===== config.mk =====
export PLATFORM = sky130hd
export DESIGN_NAME = movDecode
export DESIGN_NICKNAME = d
export VERILOG_FILES = /design/src/rtl/movDecodePkg.sv /design/src/rtl/movDecodeCtrl.sv /design/src/rtl/movDecodeDatapath.sv /design/src/rtl/movDecode.sv
export SDC_FILE = /design/constraint.sdc
export NUM_CORES = 1
export LEC_CHECK = 0
export BUFFER_PORTS_ARGS = -buffer_cell sky130_fd_sc_hd__buf_2
export CORE_MARGIN = 1.5
export CORE_UTILIZATION = 49
export CTS_CLUSTER_SIZE = 8
export DETAILED_ROUTE_END_ITERATION = 10
export PLACE_DENSITY = 0.74
export SLEW_MARGIN = 10
export SYNTH_ARGS = -nofsm -noshare
export SYNTH_HDL_FRONTEND = slang
export SYNTH_SLANG_ARGS = --single-unit

===== constraint.sdc =====
create_clock -name clk -period 1.6 [get_ports clk]
set_input_delay 0.32 -clock clk [delete_from_list [all_inputs] [get_ports clk]]
set_output_delay 0.32 -clock clk [all_outputs]
set_load 0.005 [all_outputs]

===== src/rtl/movDecodePkg.sv =====
package movDecodePkg;
  localparam logic [5:0] OPC_MOVRM  = 6'b100010;
  localparam logic [7:0] PFX_OPSIZE = 8'h66;
  localparam logic [7:0] PFX_ADSIZE = 8'h67;
  localparam logic [1:0] MODE_NONE  = 2'b00;
  localparam logic [1:0] MODE_D8    = 2'b01;
  localparam logic [1:0] MODE_D16   = 2'b10;
  localparam logic [1:0] MODE_REG   = 2'b11;
  localparam logic [2:0] RM_DIRECT  = 3'b110;

  typedef enum logic [1:0] {ST_LEAD, ST_MODRM, ST_DISPLO, ST_DISPHI} stateT;

  typedef struct packed {
    logic setOp;
    logic setAd;
    logic loadOpc;
    logic loadModrm;
    logic loadLo;
    logic loadHi;
    logic emit;
    logic fail;
  } strobeT;
endpackage


===== src/rtl/movDecodeCtrl.sv =====
module movDecodeCtrl
  import movDecodePkg::*;
(
  input  logic       clk,
  input  logic       rstN,
  input  logic       byteValid,
  input  logic [7:0] byteIn,
  input  logic       opSeen,
  input  logic       adSeen,
  output strobeT     stb
);
  stateT state, stateNext;
  logic  needTwo, needTwoNext;

  always_comb begin
    stb         = '0;
    stateNext   = state;
    needTwoNext = needTwo;
    if (byteValid) begin
      unique case (state)
        ST_LEAD: begin
          if (byteIn == PFX_OPSIZE) begin
            if (opSeen) stb.fail = 1'b1;
            else        stb.setOp = 1'b1;
          end else if (byteIn == PFX_ADSIZE) begin
            if (adSeen) stb.fail = 1'b1;
            else        stb.setAd = 1'b1;
          end else if (byteIn[7:2] == OPC_MOVRM) begin
            stb.loadOpc = 1'b1;
            stateNext   = ST_MODRM;
          end else begin
            stb.fail = 1'b1;
          end
        end
        ST_MODRM: begin
          stb.loadModrm = 1'b1;
          if (byteIn[7:6] == MODE_D8) begin
            needTwoNext = 1'b0;
            stateNext   = ST_DISPLO;
          end else if (byteIn[7:6] == MODE_D16 ||
                       (byteIn[7:6] == MODE_NONE && byteIn[2:0] == RM_DIRECT)) begin
            needTwoNext = 1'b1;
            stateNext   = ST_DISPLO;
          end else begin
            stb.emit  = 1'b1;
            stateNext = ST_LEAD;
          end
        end
        ST_DISPLO: begin
          stb.loadLo = 1'b1;
          if (needTwo) begin
            stateNext = ST_DISPHI;
          end else begin
            stb.emit  = 1'b1;
            stateNext = ST_LEAD;
          end
        end
        ST_DISPHI: begin
          stb.loadHi = 1'b1;
          stb.emit   = 1'b1;
          stateNext  = ST_LEAD;
        end
        default: stateNext = ST_LEAD;
      endcase
    end
  end

  always_ff @(posedge clk) begin
    if (!rstN) begin
      state   <= ST_LEAD;
      needTwo <= 1'b0;
    end else begin
      state   <= stateNext;
      needTwo <= needTwoNext;
    end
  end

  // the high displacement byte is only reached through the low one
  a_r6_hi_after_lo: assert property (@(posedge clk) disable iff (!rstN)
    (state == ST_DISPHI) |-> ($past(state) == ST_DISPLO || $past(state) == ST_DISPHI));
  // the state is held across idle cycles
  a_r9_idle_hold: assert property (@(posedge clk) disable iff (!rstN)
    !byteValid |=> $stable(state));
endmodule


===== src/rtl/movDecodeDatapath.sv =====
module movDecodeDatapath
  import movDecodePkg::*;
#(
  parameter int LEN_W = 4
) (
  input  logic             clk,
  input  logic             rstN,
  input  logic [7:0]       byteIn,
  input  strobeT           stb,
  output logic             opSeen,
  output logic             adSeen,
  output logic             recValid,
  output logic             recDir,
  output logic             recWide,
  output logic [1:0]       recMode,
  output logic [2:0]       recReg,
  output logic [2:0]       recRm,
  output logic             recIsReg,
  output logic [15:0]      recDisp,
  output logic             recOpSize,
  output logic             recAddrSize,
  output logic [LEN_W-1:0] recLen,
  output logic             errPulse
);
  localparam int DISP_W = 16;
  localparam int HALF_W = DISP_W / 2;

  logic [1:0]       dwReg;
  logic [7:0]       modrmReg, loReg;
  logic [LEN_W-1:0] lenReg;
  logic [7:0]       modrmCur, loCur;
  logic [DISP_W-1:0] dispCur;
  logic             consume;

  assign consume  = stb.setOp | stb.setAd | stb.loadOpc | stb.loadModrm | stb.loadLo | stb.loadHi;
  assign modrmCur = stb.loadModrm ? byteIn : modrmReg;
  assign loCur    = stb.loadLo ? byteIn : loReg;

  always_comb begin
    unique case (modrmCur[7:6])
      MODE_D8:   dispCur = {{HALF_W{loCur[7]}}, loCur};
      MODE_D16:  dispCur = {byteIn, loReg};
      MODE_NONE: dispCur = (modrmCur[2:0] == RM_DIRECT) ? {byteIn, loReg} : '0;
      default:   dispCur = '0;
    endcase
  end

  always_ff @(posedge clk) begin
    if (!rstN) begin
      opSeen <= 1'b0; adSeen <= 1'b0; dwReg <= '0;
      modrmReg <= '0; loReg <= '0; lenReg <= '0;
      recValid <= 1'b0; errPulse <= 1'b0;
      recDir <= 1'b0; recWide <= 1'b0; recMode <= '0; recReg <= '0; recRm <= '0;
      recIsReg <= 1'b0; recDisp <= '0; recOpSize <= 1'b0; recAddrSize <= 1'b0; recLen <= '0;
    end else begin
      recValid <= stb.emit;
      errPulse <= stb.fail;
      if (stb.setOp)     opSeen   <= 1'b1;
      if (stb.setAd)     adSeen   <= 1'b1;
      if (stb.loadOpc)   dwReg    <= byteIn[1:0];
      if (stb.loadModrm) modrmReg <= byteIn;
      if (stb.loadLo)    loReg    <= byteIn;
      if (consume)       lenReg   <= lenReg + 1'b1;
      if (stb.emit) begin
        recDir      <= dwReg[1];
        recWide     <= dwReg[0];
        recMode     <= modrmCur[7:6];
        recReg      <= modrmCur[5:3];
        recRm       <= modrmCur[2:0];
        recIsReg    <= (modrmCur[7:6] == MODE_REG);
        recDisp     <= dispCur;
        recOpSize   <= opSeen;
        recAddrSize <= adSeen;
        recLen      <= lenReg + 1'b1;
      end
      if (stb.emit || stb.fail) begin
        opSeen <= 1'b0;
        adSeen <= 1'b0;
        lenReg <= '0;
      end
    end
  end

  // a one-byte displacement arrives sign-extended
  a_r5_sign_extend: assert property (@(posedge clk) disable iff (!rstN)
    (recValid && recMode == MODE_D8) |-> (recDisp[15:8] == {8{recDisp[7]}}));
  // register mode carries no displacement and is flagged as register
  a_r4_reg_nodisp: assert property (@(posedge clk) disable iff (!rstN)
    (recValid && recMode == MODE_REG) |-> (recDisp == '0 && recIsReg));
  // the length counts the prefixes reported in the record
  a_r7_len_prefix: assert property (@(posedge clk) disable iff (!rstN)
    (recValid && recMode == MODE_D8) |-> (recLen == LEN_W'(3 + recOpSize + recAddrSize)));
  // the record pulse never lasts two cycles
  a_r9_single_pulse: assert property (@(posedge clk) disable iff (!rstN)
    recValid |=> !recValid);
  // error and record never coincide
  a_r8_exclusive: assert property (@(posedge clk) disable iff (!rstN)
    !(recValid && errPulse));
endmodule


===== src/rtl/movDecode.sv =====
module movDecode
  import movDecodePkg::*;
#(
  parameter int LEN_W = 4
) (
  input  logic             clk,
  input  logic             rstN,
  input  logic             byteValid,
  input  logic [7:0]       byteIn,
  output logic             recValid,
  output logic             recDir,
  output logic             recWide,
  output logic [1:0]       recMode,
  output logic [2:0]       recReg,
  output logic [2:0]       recRm,
  output logic             recIsReg,
  output logic [15:0]      recDisp,
  output logic             recOpSize,
  output logic             recAddrSize,
  output logic [LEN_W-1:0] recLen,
  output logic             errPulse
);
  strobeT stb;
  logic   opSeen, adSeen;

  movDecodeCtrl u_ctrl (
    .clk(clk), .rstN(rstN), .byteValid(byteValid), .byteIn(byteIn),
    .opSeen(opSeen), .adSeen(adSeen), .stb(stb)
  );

  movDecodeDatapath #(.LEN_W(LEN_W)) u_dp (
    .clk(clk), .rstN(rstN), .byteIn(byteIn), .stb(stb),
    .opSeen(opSeen), .adSeen(adSeen),
    .recValid(recValid), .recDir(recDir), .recWide(recWide), .recMode(recMode),
    .recReg(recReg), .recRm(recRm), .recIsReg(recIsReg), .recDisp(recDisp),
    .recOpSize(recOpSize), .recAddrSize(recAddrSize), .recLen(recLen),
    .errPulse(errPulse)
  );
endmodule


==> flow_summary_export.csv, run 1 <==
group,metric,value,unit
detailed_routing,routed_wirelength,5970,um
place,dp_hpwl,4257,um
pwr,power.internal,2.645,mW
floorplan,initial_core_util,0.5071,
detailed_routing,via_per_inst,5.219,
floorplan,rows,26,
floorplan,die_area,5730,um^2
timing,tightest_slew,0.4358,ns
clocking,cts-htree-levels,3,
pwr,switching_share,0.2167,
worst_setup_path,crit_chain,"or2_1 -> and3_4 -> and2_4 -> buf_6 -> buf_4 -> o22a_1",
timing,setup_ws,0.05141,ns
detailed_routing,drc,0,
job,cap_viol_max_count,0,
clocking,numClockSinks,62,
clocking,cts-root-buf,"clkbuf_8",
place,gp_congestion,1.029,
hold_path,hold_depth,4,
timing,rsz0062_at_grt,"false",
layout,final_cell_area,3348,um^2
logic_synthesis,yosysWarnings,0,
timing,finalSetupTns,0,ns
layout,drive_gt1_frac,0.3333,
detailed_routing,drtAntennaViolNets,0,
timing,final.period_utilization,0.9679,
timing,skew,0.007782,ns
place,io_buffers,45,
worst_setup_path,cpPeakStageDelay,0.36,ns
worst_setup_path,required,1.85,ns
worst_setup_path,crit_arrival,1.79,ns
logic_synthesis,ys_seq_elements,62,
global_route,grt_overflow_total,0,
layout,layout_common_cells,"dfxtp_1, buf_2, nand2_1",
layout,final_util,0.6556,
global_route,grt_pass1_vias,2028,
pwr,combinationalPowerShare,0.045,
clocking,clock_latency,0.35,ns
timing,setup_viol,0,
logic_synthesis,synth.distinct_cells,40,
layout,layout-area-overhead-vs-synth,29.28,%
logic_synthesis,synthArstFlopShare,0,
clocking,clockBufferDepth,2,
worst_setup_path,reg2reg_depth,6,
worst_setup_path,cp_slowest_cell,"dfxtp_4",
layout,fillCellCount,444,
worst_setup_path,crit_fanout,8,
layout,multi_input_area,1220,um^2
floorplan,core_area,5107,um^2
timing,fmax,645.7,MHz
hold_path,hold_class,"in -> reg",
logic_synthesis,synth_top_flop_cell,"dfxtp_1",
pwr,clkPwrFrac,0.497,
floorplan,ios,46,
layout,fin_nets,367,
timing,whs,0.3371,ns
detailed_routing,drt-wirelength-per-cell,13.88,um
layout,antennaDiodeCount,0,
layout,final_common_cell,"dfxtp_1",
global_route,grt_antenna_before_repair,0,
layout,register_area,1246,um^2
clocking,cts_tree,"yes",
global_route,grt_max_degree,25,
pwr,pwr-share-seq,0.458,
floorplan,die_h,75.70,um
worst_setup_path,worstSetupPathType,"reg -> reg",
clocking,cts_made_buffers,9,
timing,fin_crit,1.549,ns
timing,drv_slew,0,
logic_synthesis,synth.avg_cell_area,9.350,um^2
clocking,clk_pin_slew,0.07,ns
logic_synthesis,synth_area,2590,um^2
timing,relSlewSlack,0.7058,
clocking,hold_buffers,0,
detailed_routing,dr.pass1.iters,4,
logic_synthesis,synth_edf_count,0,
floorplan,die_w,75.70,um
worst_setup_path,critPathCaptureType,"flop",
detailed_routing,num_vias,2244,
global_route,grt_pass1_wl,9542,um
status,outcome,"finished clean",
pwr,p_leak,1.507,nW
place,place_ws,-0.1134,ns
pwr,vdd_drop_max,0.6437,mV
worst_setup_path,worst_setup_path_start_kind,"flop",
global_route,grt_usage,0.2291,
pwr,switching_power,0.7318,mW
logic_synthesis,synthCells,277,
pwr,powerDensity,1008,nW/um^2
detailed_routing,drtIter0Drc,105,
place,placed_area,3060,um^2
logic_synthesis,syn_nets,289,
logic_synthesis,seq_area_frac_synth,0.4792,
timing,finalHoldViolCount,0,
## per-layer routing
layer,vias up,GRT usage,part of all wire
li1,1125,-,-
met1,1046,0.3008,0.46
met2,60,0.3450,0.46
met3,13,0.05820,0.054
met4,0,0.1250,0.022
met5,-,0,0
## flip-flops by register name, summed over array words and instances, names as in the netlist, 2 cells and up
signal and count:
u_ctrl.state 2, u_dp.recLen 4, u_dp.modrmReg 8, u_dp.recMode 2, u_dp.loReg 8, u_dp.lenReg 4
u_dp.dwReg 2, u_dp.recReg 3, u_dp.recRm 3, u_dp.recDisp 16
## final cells by class
| cell class | instances | share of cell area |
|---|---|---|
| Clock buffer | 9 | 0.03700 |
| Clock inverter | 7 | 0.03662 |
| Inverter | 7 | 0.007848 |
| Multi-Input combinational cell | 191 | 0.3643 |
| Sequential cell | 62 | 0.3722 |
| Tap cell | 70 | 0.02616 |
| Timing Repair Buffer | 84 | 0.1558 |
## critical path, delay by kind of cell, from the launching register on
kind	cells	cell delay [ns]
buffers and inverters	2	0.28
AND/OR/NAND/NOR	3	0.60
AO/OA/AOI/OAI	1	0.19
flip-flops	1	0.36
## cells by family (layout without fill, tap and decap cells)
| logic type | count (synthesis) | in the layout | share of synthesized area |
|---|---|---|---|
| xor gates and xnor gates | 4 | 4 | 0.01353 |
| adders and majority gates | 1 | 1 | 0.004830 |
| DFF | 62 | 62 | 0.4792 |
| and+or+nand+nor | 97 | 97 | 0.1831 |
| AOI/OAI and AO/OA | 76 | 76 | 0.2159 |
| buffers and inverters | 24 | 107 | 0.05121 |
| muxes | 13 | 13 | 0.05217 |
## synth_stat cells, drive strengths merged (4+ instances only)
library cell,n,area [um^2]
o22a,6,52.55
nand2b,5,31.28
clkbuf,6,22.52
a22o,7,61.31
nand2,43,161.4
a21oi,32,171.4
nor2,27,101.4
mux2,4,45.04
o21ai,12,60.05
a21o,7,52.55
mux2i,9,90.09
dfxtp,62,1241
o31ai,4,43.79
buf,11,83.83
inv,7,26.28
nor4,4,40.04
## power groups by stage
stage / sequential (mW) / combinational [mW] / clock, mW
2_1_floorplan: 1.58 / 0.0700 / 0
3_3_place_gp: 1.58 / 0.147 / 0
3_5_place_dp: 1.58 / 0.148 / 0
4_1_cts: 1.55 / 0.148 / 1.71
5_1_grt: 1.54 / 0.165 / 1.79
6_report: 1.55 / 0.153 / 1.68
## per-stage QoR
step	power [mW]	std cells
after floorplan	1.652	277
after global placement	1.729	410
after detailed placement	1.730	410
after CTS	3.403	426
after global routing	3.503	430
final	3.377	430
## path summary, 6_finish.rpt
check,start,endpoint,slack [ns]
max,u_ctrl.state[1]$_SDFFE_PN0P_,u_dp.recReg[1]$_SDFFE_PN0P_,0.05
min,byteValid,u_ctrl.state[1]$_SDFFE_PN0P_,0.34
max reg2reg,u_ctrl.state[1]$_SDFFE_PN0P_,u_dp.recReg[1]$_SDFFE_PN0P_,0.05
min reg2reg,u_dp.recDisp[11]$_SDFFE_PN0P_,u_dp.recDisp[11]$_SDFFE_PN0P_,0.45
## what timing repair did
action,in CTS,in global routing
cloned,0,0
endpoints found under the setup margin,12,21
pin swaps,0,2
gates resized for setup,2,3
setup buffers,0,4
Power figures use the tool's default switching activity.
==> run 2: changes to the inputs <==
--- a/config.mk
+++ b/config.mk
@@ -7,10 +7,11 @@
 export LEC_CHECK = 0
 export BUFFER_PORTS_ARGS = -buffer_cell sky130_fd_sc_hd__buf_2
 export CORE_MARGIN = 1.5
-export CORE_UTILIZATION = 49
+export CORE_UTILIZATION = 52
+export CTS_BUF_LIST = sky130_fd_sc_hd__clkbuf_8
 export CTS_CLUSTER_SIZE = 8
 export DETAILED_ROUTE_END_ITERATION = 10
-export PLACE_DENSITY = 0.74
+export PLACE_DENSITY = 0.78
 export SLEW_MARGIN = 10
 export SYNTH_ARGS = -nofsm -noshare
 export SYNTH_HDL_FRONTEND = slang
==> run 2 against run 1 <==
  * Non-clock buffer count down 4
  * Sequential power barely moved
  * Global-route usage rose by 1.2 points
  * Combinational power barely moved
  * Critical path depth unchanged
  * First-iteration DRC count up 16%
  * Die area fell by 5.5%
  * Utilization rose by 3.0 points
  * Sequential share of layout area is 0.99 points higher
==> flow_summary_export.csv, run 2 (same netlist as run 1, synthesis figures left out) <==
group,metric,value,unit
worst_setup_path,reg2reg_depth,6,
layout,antennaDiodeCount,0,
worst_setup_path,critPathCaptureType,"flop",
detailed_routing,drtAntennaViolNets,0,
timing,tightest_slew,0.4105,ns
timing,final.period_utilization,0.9819,
floorplan,die_h,73.58,um
clocking,cts-htree-levels,3,
pwr,pwr-share-seq,0.520,
floorplan,rows,25,
worst_setup_path,crit_arrival,1.84,ns
place,io_buffers,45,
detailed_routing,routed_wirelength,5931,um
detailed_routing,drtIter0Drc,122,
layout,final_common_cell,"dfxtp_1",
clocking,numClockSinks,62,
floorplan,die_w,73.58,um
global_route,grt_antenna_before_repair,0,
pwr,switching_power,0.6387,mW
detailed_routing,num_vias,2202,
job,cap_viol_max_count,0,
pwr,clkPwrFrac,0.428,
hold_path,min_from,"byteIn[4]",
timing,fin_crit,1.571,ns
timing,setup_viol,0,
timing,fmax,636.5,MHz
global_route,grt_max_degree,28,
worst_setup_path,worst_setup_path_start_kind,"flop",
clocking,cts_made_buffers,9,
pwr,switching_share,0.2150,
layout,fin_nets,363,
global_route,grt_overflow_total,0,
pwr,p_leak,1.472,nW
place,dp_hpwl,4212,um
hold_path,worst_hold_path.endpoint,"u_dp.modrmReg[4]$_SDFF_PN0_",
timing,rsz0062_at_grt,"true",
floorplan,core_area,4755,um^2
hold_path,hold_class,"in -> reg",
timing,relSlewSlack,0.7228,
clocking,clk_pin_slew,0.06,ns
detailed_routing,dr.pass1.iters,4,
timing,setup_ws,0.02897,ns
detailed_routing,drt-wirelength-per-cell,14.12,um
detailed_routing,drc,0,
status,outcome,"finished clean",
pwr,power.internal,2.332,mW
floorplan,die_area,5413,um^2
worst_setup_path,r2r-start,"u_ctrl.state[0]$_SDFFE_PN0P_",
global_route,grt_usage,0.2407,
timing,skew,0.004346,ns
worst_setup_path,reg2reg_to,"u_dp.recDisp[14]$_SDFFE_PN0P_",
timing,finalHoldViolCount,0,
worst_setup_path,required,1.87,ns
global_route,grt_pass1_vias,2023,
pwr,powerDensity,910.8,nW/um^2
layout,layout-area-overhead-vs-synth,25.94,%
pwr,fin_total_pwr,2.971,mW
floorplan,initial_core_util,0.5447,
worst_setup_path,crit_fanout,9,
layout,fillCellCount,403,
pwr,combinationalPowerShare,0.051,
detailed_routing,via_per_inst,5.243,
worst_setup_path,worstSetupPathType,"reg -> reg",
timing,drv_slew,0,
layout,top_register,"u_dp.recDisp",
layout,largest_register_ffs,16,
clocking,clockBufferDepth,2,
place,gp_congestion,0.8633,
layout,drive_gt1_frac,0.3201,
place,place_ws,-0.1281,ns
floorplan,ios,46,
hold_path,hold_depth,3,
layout,reg_top3,"u_dp.recDisp x16, u_dp.loReg x8, u_dp.modrmReg x8",
global_route,grt_pass1_wl,9584,um
pwr,vdd_drop_max,0.6210,mV
clocking,cts_tree,"yes",
layout,layout_common_cells,"dfxtp_1, buf_2, nand2_1",
worst_setup_path,r2r_slack,0.03,ns
clocking,cts-root-buf,"clkbuf_8",
clocking,clock_latency,0.33,ns
## run 2: cell count changes in the layout (fill, tap and decap cells not counted), sizes merged
cell / before / now
inv: 7 / 8
clkinv: 2 / 1
clkbuf: 9 / 10
bufinv: 3 / 1
clkinvlp: 2 / 0
buf: 84 / 80
## run 2: power groups by stage
stage	registers [mW]	logic, mW	clock network, mW
after floorplan	1.58	0.0700	0
after global placement	1.58	0.144	0
after detailed placement	1.58	0.146	0
after CTS	1.55	0.147	1.30
after global routing	1.55	0.164	1.37
final	1.55	0.153	1.27
## run 2: layer usage
layer / wire length (um) / track usage / vias to the layer above
li1: - / - / 1109
met1: 2836 / 0.3284 / 1027
met2: 2674 / 0.3443 / 56
met3: 273 / 0.04527 / 10
met4: 147 / 0.1605 / 0
met5: 0 / 0 / -
## run 2: area by class of cell
cell class | instances | area, um^2 | share of cell area
clock inverters | 3 | 38.79 | 0.01189
flip-flops and latches | 62 | 1246 | 0.3820
clock buffers | 10 | 137.6 | 0.04219
multi-input cells | 191 | 1225 | 0.3755
repair buffers | 80 | 504.2 | 0.1546
well taps | 67 | 83.83 | 0.02570
inverters | 7 | 26.28 | 0.008055
## run 2: worst max-delay path by stage
stage	from	endpoint	slack, ns	cells after the start
after global routing	u_ctrl.state[0]$_SDFFE_PN0P_	u_dp.recDisp[14]$_SDFFE_PN0P_	-0.05	6
after CTS	u_ctrl.state[0]$_SDFFE_PN0P_	u_dp.recDisp[10]$_SDFFE_PN0P_	0.003	6
after global placement	byteIn[2]	u_dp.recDir$_SDFFE_PN0P_	-0.08	7
final	u_ctrl.state[0]$_SDFFE_PN0P_	u_dp.recDisp[14]$_SDFFE_PN0P_	0.03	6
after floorplan	byteIn[0]	u_dp.recDisp[5]$_SDFFE_PN0P_	0.001	7
after detailed placement	byteIn[0]	u_dp.recWide$_SDFFE_PN0P_	-0.13	7
## run 2: timing repair
action	CTS	global route
setup endpoints to repair	9	25
hold buffers	0	0
pin swaps	0	2
resized for setup	1	9
setup buffers	0	2
## run 2: critical path, cell delays in order (launching register included)
cell	delay [ns]
dfxtp_2	0.37
buf_4	0.13
nand3b_1	0.13
mux2_4	0.35
o32ai_4	0.25
o21ai_1	0.14
a21oi_1	0.14
## run 2: through the flow
step / setup TNS (ns) / cell area (um^2) / util / hold WS [ns] / cells
after floorplan: 0 / 2599 / - / 0.4258 / 277
after global placement: -1.589 / 3054 / 0.6424 / 0.4321 / 405
after detailed placement: -1.981 / 3054 / 0.6424 / 0.4382 / 405
after CTS: 0 / 3232 / 0.6797 / 0.3075 / 418
after global routing: -0.1461 / 3262 / 0.6861 / 0.3300 / 420
final: 0 / 3262 / 0.6861 / 0.3233 / 420
==> run 3: changes to the inputs <==
--- a/config.mk
+++ b/config.mk
@@ -7,11 +7,10 @@
 export LEC_CHECK = 0
 export BUFFER_PORTS_ARGS = -buffer_cell sky130_fd_sc_hd__buf_2
 export CORE_MARGIN = 1.5
-export CORE_UTILIZATION = 52
-export CTS_BUF_LIST = sky130_fd_sc_hd__clkbuf_8
+export CORE_UTILIZATION = 35
+export CTS_BUF_LIST = sky130_fd_sc_hd__clkbuf_4
 export CTS_CLUSTER_SIZE = 8
 export DETAILED_ROUTE_END_ITERATION = 10
-export PLACE_DENSITY = 0.78
 export SLEW_MARGIN = 10
 export SYNTH_ARGS = -nofsm -noshare
 export SYNTH_HDL_FRONTEND = slang
==> run 3 against run 2 <==
  * Clock skew up 0.0080 ns
  * Critical path depth unchanged
  * Combinational power up 5%
  * Sequential power about the same
  * Critical endpoint is now u_dp.recReg[2]$_SDFFE_PN0P_
  * First-iteration DRC count up 21%
  * Register-to-register slack better by 0.03 ns
  * Flip-flop and latch count unchanged
  * Clock-buffer cell count unchanged
  * Design area up 3.9%
  * Routed wire length up 11%
  * Maximum frequency up 2.2%
  * Worst hold slack worse by 0.092 ns
==> flow_summary_export.csv, run 3 (same netlist as run 1, synthesis figures left out) <==
group,metric,value,unit
place,dp_hpwl,4512,um
detailed_routing,routed_wirelength,6583,um
timing,tightest_slew,0.4251,ns
detailed_routing,num_vias,2286,
global_route,met1_usage,0.2098,
worst_setup_path,required,1.90,ns
clocking,clockBufferDepth,2,
worst_setup_path,cpPeakStageDelay,0.37,ns
timing,drv_slew,0,
detailed_routing,drtAntennaViolNets,0,
worst_setup_path,reg2reg_depth,6,
timing,setup_viol,0,
layout,final_common_cell,"dfxtp_1",
worst_setup_path,r2r_slack,0.06,ns
timing,rsz0062_at_grt,"true",
floorplan,core_area,7214,um^2
detailed_routing,via_per_inst,4.916,
pwr,powerDensity,804.9,nW/um^2
worst_setup_path,reg2reg_to,"u_dp.recReg[2]$_SDFFE_PN0P_",
layout,layout-area-overhead-vs-synth,30.82,%
floorplan,ios,46,
floorplan,die_h,89.02,um
layout,top_register,"u_dp.recDisp",
worst_setup_path,crit_start,"u_ctrl.state[1]$_SDFFE_PN0P_",
worst_setup_path,crit_fanout,7,
clocking,cts-root-buf,"clkbuf_4",
global_route,use_met3,0.05263,
floorplan,die_area,7925,um^2
global_route,grt_overflow_total,0,
global_route,grt_pass1_wl,10050,um
timing,fin_crit,1.537,ns
place,gp_congestion,0.8592,
status,outcome,"finished clean",
global_route,grt_antenna_before_repair,0,
detailed_routing,dr.pass1.iters,5,
detailed_routing,drt-wirelength-per-cell,14.16,um
clocking,clk_pin_slew,0.10,ns
detailed_routing,drc,0,
worst_setup_path,r2r-start,"u_ctrl.state[1]$_SDFFE_PN0P_",
clocking,cts-htree-levels,3,
layout,reg_top3,"u_dp.recDisp x16, u_dp.loReg x8, u_dp.modrmReg x8",
place,placed_area,3117,um^2
clocking,cts_tree,"yes",
worst_setup_path,worstSetupPathType,"reg -> reg",
timing,whs,0.2317,ns
pwr,p_leak,1.511,nW
global_route,use_met2,0.2837,
job,cap_viol_max_count,0,
global_route,grt_pass1_vias,2075,
timing,skew,0.01231,ns
floorplan,rows,31,
floorplan,die_w,89.02,um
place,io_buffers,45,
worst_setup_path,cp_slowest_cell,"dfxtp_4",
global_route,grt_max_degree,26,
layout,drive_gt1_frac,0.3497,
clocking,clock_latency,0.40,ns
place,place_ws,-0.1703,ns
layout,layout_common_cells,"dfxtp_1, buf_2, nand2_1",
pwr,fin_total_pwr,2.727,mW
clocking,numClockSinks,62,
hold_path,hold_class,"in -> reg",
layout,final_cell_area,3388,um^2
timing,fmax,650.6,MHz
layout,fin_nets,373,
timing,finalHoldViolCount,0,
worst_setup_path,endpoint,"u_dp.recReg[2]$_SDFFE_PN0P_",
layout,largest_register_ffs,16,
clocking,hold_buffers,0,
layout,antennaDiodeCount,0,
worst_setup_path,crit_chain,"or2_4 -> and3_4 -> and2_4 -> buf_12 -> buf_4 -> o22a_1",
worst_setup_path,crit_arrival,1.84,ns
clocking,cts_made_buffers,9,
worst_setup_path,worst_setup_path_start_kind,"flop",
pwr,vdd_drop_max,0.5376,mV
timing,final.period_utilization,0.9606,
global_route,top_usage_layer,"met2",
timing,relSlewSlack,0.7140,
timing,setup_ws,0.06296,ns
global_route,grt_usage,0.1705,
worst_setup_path,critPathCaptureType,"flop",
detailed_routing,drtIter0Drc,148,
floorplan,initial_core_util,0.3590,
[run 3: cell types whose count changed in the layout (fill, tap and decap cells not counted), moves of 2 or more]
cell / change
clkinv_2: +2
buf_4: +7
o21ai_0: +3
clkbuf_8: -10
clkbuf_4: +10
clkinv_1: +2
clkbuf_16: +2
o21ai_1: -3
[run 3: worst min-delay path by stage]
| stage | slack (ns) | end | from | depth (start not counted) |
|---|---|---|---|---|
| 2_1_floorplan | 0.43 | u_dp.recDisp[0]$_SDFFE_PN0P_ | u_dp.loReg[0]$_SDFF_PN0_ | 1 |
| 3_3_place_gp | 0.43 | u_dp.recDisp[6]$_SDFFE_PN0P_ | u_dp.loReg[6]$_SDFF_PN0_ | 1 |
| 3_5_place_dp | 0.44 | u_dp.recDisp[10]$_SDFFE_PN0P_ | u_dp.recDisp[10]$_SDFFE_PN0P_ | 2 |
| 4_1_cts | 0.20 | u_dp.modrmReg[4]$_SDFF_PN0_ | byteIn[4] | 3 |
| 5_1_grt | 0.21 | u_dp.modrmReg[4]$_SDFF_PN0_ | byteIn[4] | 3 |
| 6_report | 0.23 | u_dp.modrmReg[4]$_SDFF_PN0_ | byteIn[4] | 3 |
[run 3: through the flow]
stage / setup TNS [ns] / instances / util
2_1_floorplan: 0 / 277 / -
3_3_place_gp: -1.942 / 440 / 0.4320
3_5_place_dp: -2.791 / 440 / 0.4320
4_1_cts: 0 / 459 / 0.4542
5_1_grt: -0.001739 / 465 / 0.4697
6_report: 0 / 465 / 0.4697
[run 3: final cells by class]
type                       instances  area [um^2]
inverter                           7        26.28
sequential                        62         1246
timing repair buffer              89        606.8
clock inverter                     6        52.55
clock buffer                      10        75.07
tap                               99        123.9
multi-input combinational        192         1257
fill                             728         3826
[run 3: report_power, final]
| group | internal (mW) | total [mW] | leakage, nW | switching (mW) |
|---|---|---|---|---|
| Sequential | 1.54 | 1.54 | 0.501 | 0.00159 |
| Clock | 0.476 | 1.02 | 0.0750 | 0.545 |
| Combinational | 0.0654 | 0.161 | 0.935 | 0.0957 |
[run 3: repair_timing]
action,CTS,global route
gates cloned,0,3
buffers inserted,3,3
pin swaps,1,2
endpoints found under the setup margin,29,22
resized for setup,4,9
hold endpoints to repair,0,0
[run 3: metal layers]
metal | vias to the layer above | routed length (um) | share of wire
li1 | 1148 | - | -
met1 | 1066 | 2972 | 0.45
met2 | 62 | 3110 | 0.47
met3 | 10 | 419 | 0.064
met4 | 0 | 80 | 0.012
met5 | - | 0 | 0
[run 3: worst max-delay path, delay by kind of cell (launching register included)]
family                 cells  cell delay (ns)
AOI/OAI and AO/OA          1             0.19
buffers and inverters      2             0.27
DFF                        1             0.37
and+or+nand+nor            3             0.61
